File: config.mk
export PLATFORM = sky130hd
export DESIGN_NAME = voice_rate_channel
export DESIGN_NICKNAME = d
export VERILOG_FILES = /design/src/rtl/voice_chan_pkg.sv /design/src/rtl/voice_chan_datapath.sv /design/src/rtl/voice_chan_control.sv /design/src/rtl/voice_rate_channel.sv
export SDC_FILE = /design/constraint.sdc
export NUM_CORES = 1
export LEC_CHECK = 0
export ABC_AREA = 1
export BUFFER_PORTS_ARGS = -buffer_cell sky130_fd_sc_hd__buf_2
export CAP_MARGIN = 15
export CORE_UTILIZATION = 57
export DETAILED_ROUTE_END_ITERATION = 10
export PLACE_DENSITY = 0.82
export SYNTH_ARGS = -nofsm -noshare
export SYNTH_HDL_FRONTEND = slang
export SYNTH_HIERARCHICAL = 1
export SYNTH_SLANG_ARGS = --single-unit
File: constraint.sdc
create_clock -name clk -period 2.65 [get_ports clk]
set_clock_uncertainty 0.05 [all_clocks]
set_input_delay 0.53 -clock clk [delete_from_list [all_inputs] [get_ports clk]]
set_output_delay 0.53 -clock clk [all_outputs]
set_load 0.005 [all_outputs]
File: src/rtl/voice_chan_pkg.sv
package voice_chan_pkg;

  localparam logic [1:0] SEL_DIV   = 2'd0;
  localparam logic [1:0] SEL_START = 2'd1;
  localparam logic [1:0] SEL_END   = 2'd2;
  localparam logic [1:0] SEL_CTRL  = 2'd3;

  localparam int CTRL_GO_BIT     = 0;
  localparam int CTRL_REPEAT_BIT = 1;

  typedef struct packed {
    logic run;        // rate counter counts down
    logic restart;    // counter reloads, playback begins
    logic loadStart;  // address returns to the section start
    logic step;       // address advances by one
    logic capture;    // sample word is latched
  } chanStrobes_t;

endpackage

File: src/rtl/voice_chan_datapath.sv
module voice_chan_datapath
  import voice_chan_pkg::*;
#(
  parameter int ADDR_W  = 20,
  parameter int DATA_W  = 10,
  parameter int DIV_MIN = 100,
  parameter int DIV_MAX = 800
) (
  input  logic              clk,
  input  logic              rst_n,
  input  logic              wrEn,
  input  logic [1:0]        wrSel,
  input  logic [ADDR_W-1:0] wrData,
  input  logic [DATA_W-1:0] memData,
  input  chanStrobes_t      strb,
  output logic              tick,
  output logic              atEnd,
  output logic [ADDR_W-1:0] addr,
  output logic [DATA_W-1:0] sampleData
);

  localparam int DIV_W = $clog2(DIV_MAX + 1);

  logic [DIV_W-1:0]  divReg;
  logic [DIV_W-1:0]  cnt;
  logic [ADDR_W-1:0] startReg;
  logic [ADDR_W-1:0] endReg;
  logic [DIV_W-1:0]  divClamped;

  // Clamp the requested divisor into the legal window at write time
  always_comb begin
    if (wrData < ADDR_W'(DIV_MIN))      divClamped = DIV_W'(DIV_MIN);
    else if (wrData > ADDR_W'(DIV_MAX)) divClamped = DIV_W'(DIV_MAX);
    else                                divClamped = wrData[DIV_W-1:0];
  end

  always_ff @(posedge clk) begin
    if (!rst_n) begin
      divReg   <= DIV_W'(DIV_MIN);
      startReg <= '0;
      endReg   <= '0;
    end else if (wrEn) begin
      case (wrSel)
        SEL_DIV:   divReg   <= divClamped;
        SEL_START: startReg <= wrData;
        SEL_END:   endReg   <= wrData;
        default:   ;
      endcase
    end
  end

  // Rate counter: reloads from divReg only at terminal count or restart
  always_ff @(posedge clk) begin
    if (!rst_n)                cnt <= '0;
    else if (strb.restart)     cnt <= divReg - DIV_W'(1);
    else if (strb.run) begin
      if (cnt == '0)           cnt <= divReg - DIV_W'(1);
      else                     cnt <= cnt - DIV_W'(1);
    end
  end

  assign tick  = strb.run && (cnt == '0);
  assign atEnd = (addr == endReg);

  always_ff @(posedge clk) begin
    if (!rst_n)              addr <= '0;
    else if (strb.loadStart) addr <= startReg;
    else if (strb.step)      addr <= addr + ADDR_W'(1);
  end

  always_ff @(posedge clk) begin
    if (!rst_n)            sampleData <= '0;
    else if (strb.capture) sampleData <= memData;
  end

  // Counter never holds more than the largest legal period allows
  assert_cnt_bound_R2: assert property (@(posedge clk) disable iff (!rst_n)
    cnt <= DIV_W'(DIV_MAX - 1));

  // A step strobe moves the address forward by exactly one
  assert_addr_step_R4: assert property (@(posedge clk) disable iff (!rst_n)
    (strb.step && !strb.loadStart) |=> addr == $past(addr) + ADDR_W'(1));

endmodule

File: src/rtl/voice_chan_control.sv
module voice_chan_control
  import voice_chan_pkg::*;
(
  input  logic         clk,
  input  logic         rst_n,
  input  logic         wrEn,
  input  logic [1:0]   wrSel,
  input  logic         goBit,
  input  logic         repeatBit,
  input  logic         tick,
  input  logic         atEnd,
  output chanStrobes_t strb,
  output logic         busy,
  output logic         endFlag,
  output logic         sampleValid
);

  logic ctrlWr;
  logic repeatReg;
  logic lastSample;

  assign ctrlWr     = wrEn && (wrSel == SEL_CTRL);
  assign lastSample = tick && atEnd;

  always_comb begin
    strb.run       = busy;
    strb.restart   = ctrlWr && goBit;
    strb.loadStart = strb.restart || (lastSample && repeatReg);
    strb.step      = tick && !atEnd;
    strb.capture   = tick;
  end

  always_ff @(posedge clk) begin
    if (!rst_n) begin
      repeatReg   <= 1'b0;
      busy        <= 1'b0;
      endFlag     <= 1'b0;
      sampleValid <= 1'b0;
    end else begin
      sampleValid <= tick;
      if (ctrlWr) begin
        repeatReg <= repeatBit;
        busy      <= goBit;
        endFlag   <= 1'b0;
      end else if (lastSample && !repeatReg) begin
        busy    <= 1'b0;
        endFlag <= 1'b1;
      end
    end
  end

  // A strobe only follows a cycle in which the channel was playing
  assert_valid_needs_busy_R10: assert property (@(posedge clk) disable iff (!rst_n)
    sampleValid |-> $past(busy));

  // Strobe is a single-cycle pulse
  assert_valid_single_R10: assert property (@(posedge clk) disable iff (!rst_n)
    sampleValid |=> !sampleValid);

  // Finished and playing are mutually exclusive
  assert_end_excl_R5: assert property (@(posedge clk) disable iff (!rst_n)
    !(busy && endFlag));

  // End flag rises together with the final strobe
  assert_end_with_sample_R5: assert property (@(posedge clk) disable iff (!rst_n)
    $rose(endFlag) |-> sampleValid);

endmodule

File: src/rtl/voice_rate_channel.sv
module voice_rate_channel
  import voice_chan_pkg::*;
#(
  parameter int ADDR_W  = 20,
  parameter int DATA_W  = 10,
  parameter int DIV_MIN = 100,
  parameter int DIV_MAX = 800
) (
  input  logic              clk,
  input  logic              rst_n,
  input  logic              wrEn,
  input  logic [1:0]        wrSel,
  input  logic [ADDR_W-1:0] wrData,
  output logic [ADDR_W-1:0] memAddr,
  input  logic [DATA_W-1:0] memData,
  output logic              sampleValid,
  output logic [DATA_W-1:0] sampleData,
  output logic              busy,
  output logic              endFlag
);

  chanStrobes_t strb;
  logic tick;
  logic atEnd;

  voice_chan_control u_ctrl (
    .clk         (clk),
    .rst_n       (rst_n),
    .wrEn        (wrEn),
    .wrSel       (wrSel),
    .goBit       (wrData[CTRL_GO_BIT]),
    .repeatBit   (wrData[CTRL_REPEAT_BIT]),
    .tick        (tick),
    .atEnd       (atEnd),
    .strb        (strb),
    .busy        (busy),
    .endFlag     (endFlag),
    .sampleValid (sampleValid)
  );

  voice_chan_datapath #(
    .ADDR_W  (ADDR_W),
    .DATA_W  (DATA_W),
    .DIV_MIN (DIV_MIN),
    .DIV_MAX (DIV_MAX)
  ) u_dp (
    .clk        (clk),
    .rst_n      (rst_n),
    .wrEn       (wrEn),
    .wrSel      (wrSel),
    .wrData     (wrData),
    .memData    (memData),
    .strb       (strb),
    .tick       (tick),
    .atEnd      (atEnd),
    .addr       (memAddr),
    .sampleData (sampleData)
  );

endmodule

# Yosys cells after proc, flatten, opt, wreduce, memory -nomap -nowiden
# Cells that the tools add are included.
# word_totals
regBits,94
in_bits,35
out_inout_bits,33
word_cells,48
# classes
addsub,3
order_cmp,2
eq_ne,4
n_mux,9
bitwise_logic,1
n_reduce_logical,19
# ops
operator,count
10-bit 2-to-1 mux,5
20-bit 2-to-1 mux,2
20-bit by 1-bit adder with 20-bit output (second input constant),1
20-bit equality test,1
20-bit by 10-bit greater-than comparator with 1-bit output (second input constant),1
20-bit by 7-bit less-than comparator with 1-bit output (second input constant),1
10-bit by 1-bit subtractor with 10-bit output (second input constant),2
10-bit zero test,1
1-bit logical AND,7
2-bit AND reduction,3
2-bit nonzero test,3
2-bit equality test (second input constant),2
2-bit by 1-bit equality test with 1-bit output (second input constant),1
1-bit zero test,2
2-bit zero test,1
1-bit 2-to-1 mux,2
2-bit OR reduction,1
1-bit logical OR,1
1-bit NOT,1

# Longest topological paths before layout
# Gate-level depths: netlist (run 1).
# depth
ltp_word,6
depth_mapped,14

# Hierarchy
# Netlist (run 1), hierarchy kept.
# modules_own_cells
module,n_inst,cells_per_inst,area_per_inst_um2,seq_area_each_um2
voice_chan_datapath,1,699,4624.4,1801.7
voice_chan_control,1,30,198.9,80.1

# Worst setup path before layout (run 1)
# OpenSTA, ideal clock, no wires.
# synth_path
kind,reg2reg
from,register u_dp.cnt[0]
to,register u_dp.addr[11]
setup_time_ns,0.070
arrival_ns,2.112
required_time_ns,2.530
setup_slack_ns,0.418
path_stages_with_launch,14
n_path_buf,1
period_less_slack_ns,2.232
cell_sequence,dfxtp_1 > inv_1 > ha_1 > nand2_2 > nor2_4 > nand2_2 > nor2_1 > inv_1 > nor2_1 > inv_1 > nor2_1 > buf_4 > o21ai_0 > a21oi_1
# synth_rtl
element,line_no,text
start: declaration,voice_chan_datapath.sv:25,logic [DIV_W-1:0] cnt;
start signal: assignment,voice_chan_datapath.sv:55,else if (strb.restart) cnt <= divReg - DIV_W'(1);
start signal: assignment,voice_chan_datapath.sv:57,if (cnt == '0) cnt <= divReg - DIV_W'(1);
start signal: assignment,voice_chan_datapath.sv:58,else cnt <= cnt - DIV_W'(1);
end signal: assignment,voice_chan_datapath.sv:67,else if (strb.loadStart) addr <= startReg;
end signal: assignment,voice_chan_datapath.sv:68,else if (strb.step) addr <= addr + ADDR_W'(1);
end: declaration,voice_chan_datapath.sv:18,"output logic [ADDR_W-1:0] addr,"

==> results_dict.tcl, run 1 <==
set metrics [dict create \
    synth.cell_area_um2 4820 \
    cp_cell_sequence "inv_1 -> ha_1 -> nand2_2 -> nor2_4 -> nand2_2 -> nor2_1 -> buf_4 -> nand3_1 -> o21ai_2 -> nor2_1 -> buf_4 -> a22oi_1 -> a21oi_1" \
    post_synth_fa_ha_maj_area_fraction_pct 0.778 \
    syn_avg_cell_area_um2 6.62 \
    critPathSlowestCell "sky130_fd_sc_hd__dfxtp_1" \
    path_type_of_the_worst_min_delay_path "in -> reg" \
    die_y_um 94.0 \
    grt.total_usage_pct 31.6 \
    drive_above_1_share_pct 14.6 \
    detailedPlacementHpwl_um 9960 \
    async_reset_ff_share_pct 0 \
    clock_path_buffers 2 \
    synth_compound_area_share_pct 18.1 \
    tightest_slew_margin_relative_to_the_limit_pct 63.3 \
    remaining_antenna_violation_count_after_routing 0 \
    max_freq_mhz 424 \
    synthFlopType "sky130_fd_sc_hd__dfxtp_1" \
    top_usage_layer_grt "met2" \
    finish_stage_setup_viols 0 \
    avgViaCountPerCell 5.55 \
    path_max_fanout 14 \
    final_max_slew_viol_count 0 \
    layout_utilization_pct 66.7 \
    clkTransAtPathRegs_ns 0.11 \
    status "complete, no violations" \
    arrival_ns 2.55 \
    synth_top_family_by_area "simple AND/OR/NAND/NOR gates" \
    die_width_um 94.0 \
    floorplan.io_pins 68 \
    htree_num_levels 3 \
    area_growth_pct 13.6 \
    insertion_delay_ns 0.36 \
    grt_pass1_vias 4562 \
    vdd.ir_drop.worst_v 0.000348 \
    synth_simple_gate_area_share_pct 29.4 \
    sequential_element_share_of_the_synthesized_area_pct 39.0 \
    site_row_count 33 \
    critical_path_required_ns 2.84 \
    port-buffer-count 67 \
    antenna_found_initial 0 \
    timing.critical_path.to_type "flip-flop" \
    final_period_minus_worst_setup_slack_ns 2.36 \
    finalCritPeriodShare_pct 89.0 \
    hold_violations 0 \
    grt_overflow_total 0 \
    die_area_um2 8830 \
    global_route.usage.met3_pct 3.96 \
    criticalPathCategory "reg -> reg" \
    ys_ff_latch 94 \
    largest_net_degree_at_the_start_of_global_routing 41 \
    detailroute.via_count 5028 \
    crit_path_launch_type "flip-flop" \
    finish.net_count 834 \
    drc 0 \
    p_leak_uw 0.00237 \
    met1_grt_util_pct 45.3 \
    critical_path.max_stage_delay_ns 0.35 \
    fp.coreArea_um2 8220 \
    start_util_pct 58.7 \
    powerDensity_nw_per_um2 526 \
    synth.net_count 767 \
    hold_buffers 0 \
    wl_per_cell_um 14.7 \
    clk_root_buf "sky130_fd_sc_hd__clkbuf_8" \
    worst-slew-pin-transition_ns 0.551 \
    wirelength_um 13300 \
    detailedRoute.firstPassIterationCount 5 \
    cts_inserted_buffers 9 \
    synthXorXnorAreaFrac_pct 3.81 \
    globalplace.congestion 0.964 \
    cts_tree "done" \
    clock-sinks 94 \
    drt_iter0_drc 469 \
    total_power_uw 2880 \
    netlist-cell-type-count 34 \
    timing.max_cap.violations 0 \
    ys.warnings.count 6 \
    rsz0062_at_grt "no" \
    grt_first_pass_wirelength_um 21600 \
    synth_edf_count 0 \
    yosys-mux-area-fraction_pct 0 \
    num_antenna_cells 0 \
    netlist_instances 729 \
    groute.layer.met2.usage_pct 48.7 \
]
-- cells in the final DEF (no fill, tap or decap), types with 6 or more instances in the layout --
cell,instances
sky130_fd_sc_hd__xor2_1,15
sky130_fd_sc_hd__nand2_1,154
sky130_fd_sc_hd__nand3_1,43
sky130_fd_sc_hd__xnor2_1,6
sky130_fd_sc_hd__inv_1,77
sky130_fd_sc_hd__o21ai_0,72
sky130_fd_sc_hd__dfxtp_1,94
sky130_fd_sc_hd__buf_4,16
sky130_fd_sc_hd__buf_2,67
sky130_fd_sc_hd__nor3_1,8
sky130_fd_sc_hd__a22oi_1,11
sky130_fd_sc_hd__clkbuf_8,9
sky130_fd_sc_hd__nor2_1,111
sky130_fd_sc_hd__a21oi_1,65
sky130_fd_sc_hd__nand2_2,6
-- kinds of logic after synthesis --
kind of cell / count (synthesis)
and+or+nand+nor: 341
xor gates and xnor gates: 21
buffers and inverters: 107
adders and majority gates: 3
DFF: 94
AOI/OAI and AO/OA: 163
-- area by class of cell --
cell class,instances,area [um2]
multi-input combinational,528,2520
clock inverter,7,62.6
tap,105,131
inverter,80,300
fill,760,2740
sequential,94,1880
timing repair buffer,83,455
clock buffer,9,124
-- flip-flops by register name, indices dropped and copies added, names as in the netlist --
name	count
u_dp/sampleData	10
u_ctrl/busy	1
u_dp/startReg	20
u_ctrl/sampleValid	1
u_dp/divReg	10
u_ctrl/repeatReg	1
u_dp/endReg	20
u_dp/cnt	10
u_ctrl/endFlag	1
u_dp/addr	20
-- power by group --
| group | switching, uW | internal [uW] | total [uW] | leakage [uW] |
|---|---|---|---|---|
| Sequential | 53.1 | 1470 | 1520 | 0.000765 |
| Clock | 563 | 362 | 925 | 0.0000927 |
| Combinational | 280 | 157 | 437 | 0.00151 |
| Total | 896 | 1990 | 2880 | 0.00237 |
-- worst max-delay path, delay by kind of cell, from the launching register on --
kind                     cells  cell delay, ns
AND/OR/NAND/NOR              6            0.69
flip-flops                   1            0.35
buffers and inverters        3            0.47
adder cells (fa/ha/maj)      1            0.25
AO/OA/AOI/OAI                3            0.42
-- Yosys cell counts (all sizes together), types with 2 or more instances --
cell      n  area [um2]
o211ai    2        20.0
nor2    117         457
nand3b    5        37.5
o21ai    74         370
buf      11        67.6
nand2   160         616
nand4     5        31.3
a22oi    11        82.6
clkinv    3        11.3
inv      77         289
nor3      8        40.0
ha        3        37.5
xnor2     6        52.6
a31oi     3        18.8
clkbuf   16        60.1
nand3    44         225
o22ai     5        31.3
xor2     15         131
dfxtp    94        1880
a21oi    65         325
-- routing by layer --
layer / routed length [um] / part of all wire [%]
met1: 5980 / 45
met4: 214 / 1.6
met3: 1230 / 9.2
met2: 5920 / 44
met5: 0 / 0
-- per-stage QoR --
stage                     area, um2  setup TNS (ns)  setup WS [ns]  hold WS, ns  std cells
after floorplan                4820               0          0.418        0.384        729
after global placement         5280               0        0.00590        0.385        890
after detailed placement       5280          -0.109        -0.0871        0.406        890
after CTS                      5470               0          0.171        0.325        906
after global routing           5480               0         0.0581        0.329        906
final                          5480               0          0.291        0.340        906
-- worst paths after layout --
check	cells after the start	from	endpoint	slack, ns
worst max-delay path	13	u_dp/cnt[0]	u_dp/addr[18]	0.29
worst min-delay path	3	memData[7]	u_dp/sampleData[7]	0.34
worst max register to register	13	u_dp/cnt[0]	u_dp/addr[18]	0.29
worst min register to register	2	u_ctrl/endFlag	u_ctrl/endFlag	0.41
-- repair_timing --
action	4_1_cts	5_1_grt
buffers inserted	0	0
endpoints found under the setup margin	14	20
gates resized for setup	1	3
Note: power is estimated with default switching activity, not from simulation.
==> run 2: changes to the inputs <==
==> constraint.sdc (replaced) <==
create_clock -name clk -period 2.65 [get_ports clk]
set_clock_uncertainty 0.05 [all_clocks]
set_input_delay 0.53 -clock clk [delete_from_list [all_inputs] [get_ports clk]]
set_output_delay 0.53 -clock clk [all_outputs]
set_load 0.1 [all_outputs]
==> run 2 against run 1 <==
  * Critical path depth is the same
  * Worst hold slack lost 0.0016 ns
  * First-iteration DRC count grew 29%
  * Sequential power is essentially flat
  * Clock-buffer cell count grew 1
  * Global-route usage grew 0.86 points
  * Largest cell class unchanged
==> results_dict.tcl, run 2 (synthesized netlist as in run 1, its figures left out) <==
set metrics [dict create \
    status "complete, no violations" \
    share_clk_of_total_power_pct 36.6 \
    reg2reg_slack_ns 0.33 \
    detailedRoute.firstPassIterationCount 5 \
    rsz0062_at_grt "no" \
    grt.total_usage_pct 32.5 \
    final_period_minus_worst_setup_slack_ns 2.32 \
    cell_internal_pwr_uw 2280 \
    layout_utilization_pct 67.2 \
    avgViaCountPerCell 5.68 \
    globalplace.congestion 0.920 \
    clk_root_buf "sky130_fd_sc_hd__clkbuf_8" \
    tightest_slew_margin_relative_to_the_limit_pct 43.7 \
    hold_violations 0 \
    port-buffer-count 67 \
    finish_stage_setup_viols 0 \
    reg_top3 "u_dp/addr x20, u_dp/endReg x20, u_dp/startReg x20" \
    final_cell_mix "154 x sky130_fd_sc_hd__nand2_1, 109 x sky130_fd_sc_hd__nor2_1, 84 x sky130_fd_sc_hd__dfxtp_1" \
    setup_total_negative_slack_ns 0 \
    largest_net_degree_at_the_start_of_global_routing 71 \
    criticalPathCategory "reg -> reg" \
    clock_path_buffers 2 \
    arrival_ns 2.55 \
    detailedPlacementHpwl_um 9950 \
    start_util_pct 58.7 \
    nFillCells 749 \
    wl_per_cell_um 15.2 \
    remaining_antenna_violation_count_after_routing 0 \
    htree_num_levels 3 \
    grt_pass1_vias 4540 \
    clkTransAtPathRegs_ns 0.10 \
    path_type_of_the_worst_min_delay_path "in -> reg" \
    floorplan.io_pins 68 \
    drive_above_1_share_pct 15.6 \
    die_area_um2 8830 \
    layout_commonest_cell "sky130_fd_sc_hd__nand2_1" \
    path_max_fanout 15 \
    worst_hold_startpoint "memData[7]" \
    r2r_start "u_dp/cnt[0]" \
    num_antenna_cells 0 \
    finalCritPeriodShare_pct 87.4 \
    cts_tree "done" \
    detailroute.via_count 5118 \
    site_row_count 33 \
    share_comb_of_total_power_pct 16.0 \
    post-cts-setup-buffers 0 \
    grt_first_pass_wirelength_um 22000 \
    die_y_um 94.0 \
    insertion_delay_ns 0.36 \
    netSwitchingFraction_pct 29.0 \
    fp.coreArea_um2 8220 \
    worstSetupStartpoint "u_dp/cnt[0]" \
    vdd.ir_drop.worst_v 0.000343 \
    critical_path_required_ns 2.88 \
    worst-slew-pin-transition_ns 0.843 \
    drc 0 \
    crit_path_launch_type "flip-flop" \
    max_freq_mhz 432 \
    die_width_um 94.0 \
    finish.net_count 829 \
    timing.max_cap.violations 0 \
    wirelength_um 13700 \
    fin_ws_ns 0.334 \
    drt_iter0_drc 606 \
    clock-sinks 94 \
    area_growth_pct 14.5 \
    final_max_slew_viol_count 0 \
    dp_slack_ns 0.314 \
    grt_overflow_total 0 \
    cts_inserted_buffers 9 \
    timing.critical_path.to_type "flip-flop" \
    antenna_found_initial 0 \
    p_leak_uw 0.00238 \
    pwr-share-seq_pct 47.4 \
    powerDensity_nw_per_um2 582 \
    net_switching_uw 931 \
]
==> run 2: cell types whose count changed in the layout (fill, tap and decap cells not counted), moves of 2 or more <==
cell | before | now
sky130_fd_sc_hd__nor2_2 | 4 | 7
sky130_fd_sc_hd__dfxtp_2 | 0 | 10
sky130_fd_sc_hd__inv_6 | 3 | 1
sky130_fd_sc_hd__bufinv_16 | 0 | 3
sky130_fd_sc_hd__nor2_1 | 111 | 109
sky130_fd_sc_hd__buf_4 | 16 | 11
sky130_fd_sc_hd__dfxtp_1 | 94 | 84
==> run 2: per-stage QoR <==
stage / std cells / cell area [um2] / total power [uW] / hold slack [ns]
floorplan: 729 / 4840 / 1920 / 0.384
global placement: 885 / 5260 / 2040 / 0.386
detailed placement: 885 / 5260 / 2050 / 0.407
CTS: 901 / 5510 / 3210 / 0.336
global route: 901 / 5520 / 3340 / 0.342
finish: 901 / 5520 / 3220 / 0.338
==> run 2: final timing paths <==
path         cells after the start                  to
max                             13       u_dp/addr[10]
min                              3  u_dp/sampleData[7]
max reg2reg                     13       u_dp/addr[10]
min reg2reg                      2      u_ctrl/endFlag
==> run 2: cell type report <==
type | instances | area [um2] | area share (%)
inverters | 80 | 300 | 5.44
repair buffers | 78 | 418 | 7.57
well taps | 105 | 131 | 2.38
clock buffers | 10 | 138 | 2.49
flip-flops and latches | 94 | 1890 | 34.3
multi-input cells | 528 | 2520 | 45.7
clock inverters | 6 | 116 | 2.11
==> run 2: repair_timing <==
item | 4_1_cts | 5_1_grt
resized for setup | 0 | 5
endpoints found under the setup margin | 0 | 19
hold buffers | 0 | 0
==> run 2: routing by layer <==
| layer | share of wire [%] | GRT usage, % | vias up | wire (um) |
|---|---|---|---|---|
| met3 | 11 | 5.34 | 30 | 1460 |
| li1 | - | - | 2490 | - |
| met4 | 1.6 | 11.3 | 0 | 225 |
| met5 | 0 | 0 | - | 0 |
| met1 | 43 | 44.9 | 2332 | 5940 |
| met2 | 44 | 50.9 | 266 | 6030 |
==> run 2: worst max-delay path, stage by stage, from the launching register on <==
cell                      delay, ns
sky130_fd_sc_hd__dfxtp_1       0.35
sky130_fd_sc_hd__inv_1         0.13
sky130_fd_sc_hd__ha_1          0.26
sky130_fd_sc_hd__nand2_2       0.13
sky130_fd_sc_hd__nor2_4        0.15
sky130_fd_sc_hd__nand2_2       0.08
sky130_fd_sc_hd__nor2_2        0.16
sky130_fd_sc_hd__inv_1         0.08
sky130_fd_sc_hd__nor2_2        0.17
sky130_fd_sc_hd__inv_1         0.11
sky130_fd_sc_hd__nor2_1        0.10
sky130_fd_sc_hd__buf_4         0.22
sky130_fd_sc_hd__nand3_1       0.10
sky130_fd_sc_hd__a21oi_1       0.15
==> run 2: power groups by stage <==
| stage | Sequential, uW | Combinational [uW] | Clock, uW |
|---|---|---|---|
| 3_5_place_dp | 1550 | 498 | 0 |
| 6_report | 1520 | 513 | 1180 |
| 4_1_cts | 1520 | 504 | 1190 |
| 5_1_grt | 1530 | 565 | 1250 |
| 2_1_floorplan | 1610 | 307 | 0 |
| 3_3_place_gp | 1550 | 486 | 0 |
==> run 3: changes to the inputs <==
--- a/config.mk
+++ b/config.mk
@@ -8,9 +8,10 @@
 export ABC_AREA = 1
 export BUFFER_PORTS_ARGS = -buffer_cell sky130_fd_sc_hd__buf_2
 export CAP_MARGIN = 15
-export CORE_UTILIZATION = 57
+export CORE_UTILIZATION = 62
 export DETAILED_ROUTE_END_ITERATION = 10
-export PLACE_DENSITY = 0.82
+export PLACE_DENSITY = 0.88
+export RECOVER_POWER = 25
 export SYNTH_ARGS = -nofsm -noshare
 export SYNTH_HDL_FRONTEND = slang
 export SYNTH_HIERARCHICAL = 1
==> constraint.sdc (replaced) <==
create_clock -name clk -period 2.9 [get_ports clk]
set_clock_uncertainty 0.05 [all_clocks]
set_input_delay 0.58 -clock clk [delete_from_list [all_inputs] [get_ports clk]]
set_output_delay 0.58 -clock clk [all_outputs]
set_load 0.1 [all_outputs]
==> run 3 against run 2 <==
  * First-iteration DRC count up 8.1%
  * Non-clock buffer count down 1
  * Wire length down 1.7%
  * Global-route usage up 1.5 points
  * Via count up 1.4%
  * Largest power group unchanged
  * Highest routed layer unchanged
==> results_dict.tcl, run 3 (synthesized netlist as in run 1, its figures left out) <==
set metrics [dict create \
    criticalPathCategory "reg -> reg" \
    num_antenna_cells 0 \
    cp_cell_sequence "inv_1 -> ha_1 -> nand2_2 -> nor2_4 -> nand2_2 -> nor2_1 -> buf_4 -> nand3_1 -> o21ai_1 -> nor2_1 -> buf_4 -> a22oi_1 -> a21oi_1" \
    htree_num_levels 3 \
    pwr-share-seq_pct 50.7 \
    critical_path_required_ns 3.05 \
    detailedRoute.firstPassIterationCount 5 \
    cpLargestDelayFamily "simple AND/OR/NAND/NOR gates" \
    netSwitchingFraction_pct 30.6 \
    antenna_found_initial 0 \
    remaining_antenna_violation_count_after_routing 0 \
    crit_buf_inv 3 \
    avgViaCountPerCell 5.80 \
    detailedPlacementHpwl_um 9870 \
    placedInstanceArea_um2 5230 \
    timing.critical_path.to_type "flip-flop" \
    reg_top3 "u_dp/addr x20, u_dp/endReg x20, u_dp/startReg x20" \
    max_freq_mhz 380 \
    crit_path_launch_type "flip-flop" \
    layout_commonest_cell "sky130_fd_sc_hd__nand2_1" \
    vdd.ir_drop.worst_v 0.000303 \
    site_row_count 31 \
    insertion_delay_ns 0.35 \
    cts_tree "done" \
    postLayoutCellArea_um2 5420 \
    die_y_um 90.2 \
    clock_path_buffers 2 \
    wl_per_cell_um 15.0 \
    largest_net_degree_at_the_start_of_global_routing 46 \
    globalplace.congestion 0.913 \
    tightest_slew_margin_relative_to_the_limit_pct 23.0 \
    post_cts.resized_instances 0 \
    path_max_fanout 15 \
    cts_inserted_buffers 9 \
    share_comb_of_total_power_pct 17.1 \
    detailroute.via_count 5188 \
    powerDensity_nw_per_um2 506 \
    die_width_um 90.2 \
    hold_buffers 0 \
    grt_first_pass_wirelength_um 22300 \
    die_area_um2 8140 \
    p_leak_uw 0.00233 \
    status "complete, no violations" \
    share_clk_of_total_power_pct 32.2 \
    grt.total_usage_pct 33.9 \
    grt_overflow_total 0 \
    fp.coreArea_um2 7370 \
    setup_total_negative_slack_ns 0 \
    finalCritPeriodShare_pct 90.7 \
    final_period_minus_worst_setup_slack_ns 2.63 \
    finish.net_count 828 \
    critPathSlowestCell "sky130_fd_sc_hd__dfxtp_1" \
    wirelength_um 13400 \
    net_switching_uw 839 \
    clk_root_buf "sky130_fd_sc_hd__clkbuf_8" \
    path_type_of_the_worst_min_delay_path "in -> reg" \
    hold_violations 0 \
    clkTransAtPathRegs_ns 0.09 \
    grt_pass1_vias 4685 \
    arrival_ns 2.78 \
    drc 0 \
    final_cell_mix "154 x sky130_fd_sc_hd__nand2_1, 111 x sky130_fd_sc_hd__nor2_1, 94 x sky130_fd_sc_hd__dfxtp_1" \
    final_max_slew_viol_count 0 \
    drive_above_1_share_pct 13.3 \
    cell_internal_pwr_uw 1910 \
    clock-sinks 94 \
    timing.max_cap.violations 0 \
    critical_path.max_stage_delay_ns 0.34 \
    worst-slew-pin-transition_ns 1.16 \
    drt_iter0_drc 655 \
    rsz0062_at_grt "no" \
    port-buffer-count 67 \
    finish_stage_setup_viols 0 \
    start_util_pct 65.4 \
    floorplan.io_pins 68 \
    post-cts-setup-buffers 0 \
    area_growth_pct 12.5 \
]
==> run 3: changes by cell type in the layout (fill, tap and decap cells not counted) <==
cell / delta
sky130_fd_sc_hd__buf_4: -2
sky130_fd_sc_hd__clkbuf_1: +4
sky130_fd_sc_hd__dfxtp_2: -10
sky130_fd_sc_hd__clkinv_4: -2
sky130_fd_sc_hd__clkinv_2: +2
sky130_fd_sc_hd__o21ai_2: -1
sky130_fd_sc_hd__clkinvlp_4: +1
sky130_fd_sc_hd__buf_2: -3
sky130_fd_sc_hd__bufinv_16: -2
sky130_fd_sc_hd__nor2_2: -2
sky130_fd_sc_hd__clkbuf_2: +1
sky130_fd_sc_hd__nor2_1: +2
sky130_fd_sc_hd__dfxtp_1: +10
sky130_fd_sc_hd__o21ai_1: +1
==> run 3: layer usage <==
layer / share of wire (%) / GRT usage [%] / wire length, um / up-vias
met3: 12 / 7.02 / 1680 / 29
met2: 43 / 50.8 / 5820 / 336
met4: 1.5 / 10.5 / 200 / 0
met5: 0 / 0 / 0 / -
li1: - / - / - / 2471
met1: 43 / 48.9 / 5720 / 2352
==> run 3: stage by stage <==
stage          hold slack (ns)  cells  utilization, %  total power [uW]  worst slack [ns]
2_1_floorplan            0.384    729               -              1760             0.198
3_3_place_gp             0.387    878            71.0              1860             0.244
3_5_place_dp             0.390    878            71.0              1870             0.111
4_1_cts                  0.397    894            73.7              2740            0.0561
5_1_grt                  0.394    894            73.6              2860           0.00881
6_report                 0.400    894            73.6              2740             0.269
==> run 3: worst paths after layout <==
| kind | from | to | slack [ns] | cells past startpoint |
|---|---|---|---|---|
| setup reg to reg | u_dp/cnt[0] | u_dp/addr[10] | 0.27 | 13 |
| hold / removal | memData[9] | u_dp/sampleData[9] | 0.40 | 3 |
| setup / recovery | u_dp/cnt[0] | u_dp/addr[10] | 0.27 | 13 |
| hold reg to reg | u_ctrl/endFlag | u_ctrl/endFlag | 0.40 | 2 |
==> run 3: cell type report <==
cell class	instances	area, um2
multi-input cells	528	2520
flip-flops and latches	94	1880
clock inverters	5	56.3
well taps	99	124
inverters	80	300
fillers	625	1950
clock buffers	11	141
repair buffers	77	404
==> run 3: worst reg2reg max path, cell delays in order, from the launching register on <==
cell                      delay (ns)
sky130_fd_sc_hd__dfxtp_1        0.34
sky130_fd_sc_hd__inv_1          0.13
sky130_fd_sc_hd__ha_1           0.24
sky130_fd_sc_hd__nand2_2        0.12
sky130_fd_sc_hd__nor2_4         0.16
sky130_fd_sc_hd__nand2_2        0.09
sky130_fd_sc_hd__nor2_1         0.16
sky130_fd_sc_hd__buf_4          0.23
sky130_fd_sc_hd__nand3_1        0.09
sky130_fd_sc_hd__o21ai_1        0.27
sky130_fd_sc_hd__nor2_1         0.10
sky130_fd_sc_hd__buf_4          0.21
sky130_fd_sc_hd__a22oi_1        0.18
sky130_fd_sc_hd__a21oi_1        0.09
==> run 3: power groups by stage <==
stage / registers (uW) / clock network (uW) / logic [uW]
floorplan: 1470 / 0 / 281
global placement: 1420 / 0 / 441
detailed placement: 1420 / 0 / 455
CTS: 1390 / 894 / 459
global route: 1400 / 951 / 512
finish: 1390 / 884 / 468
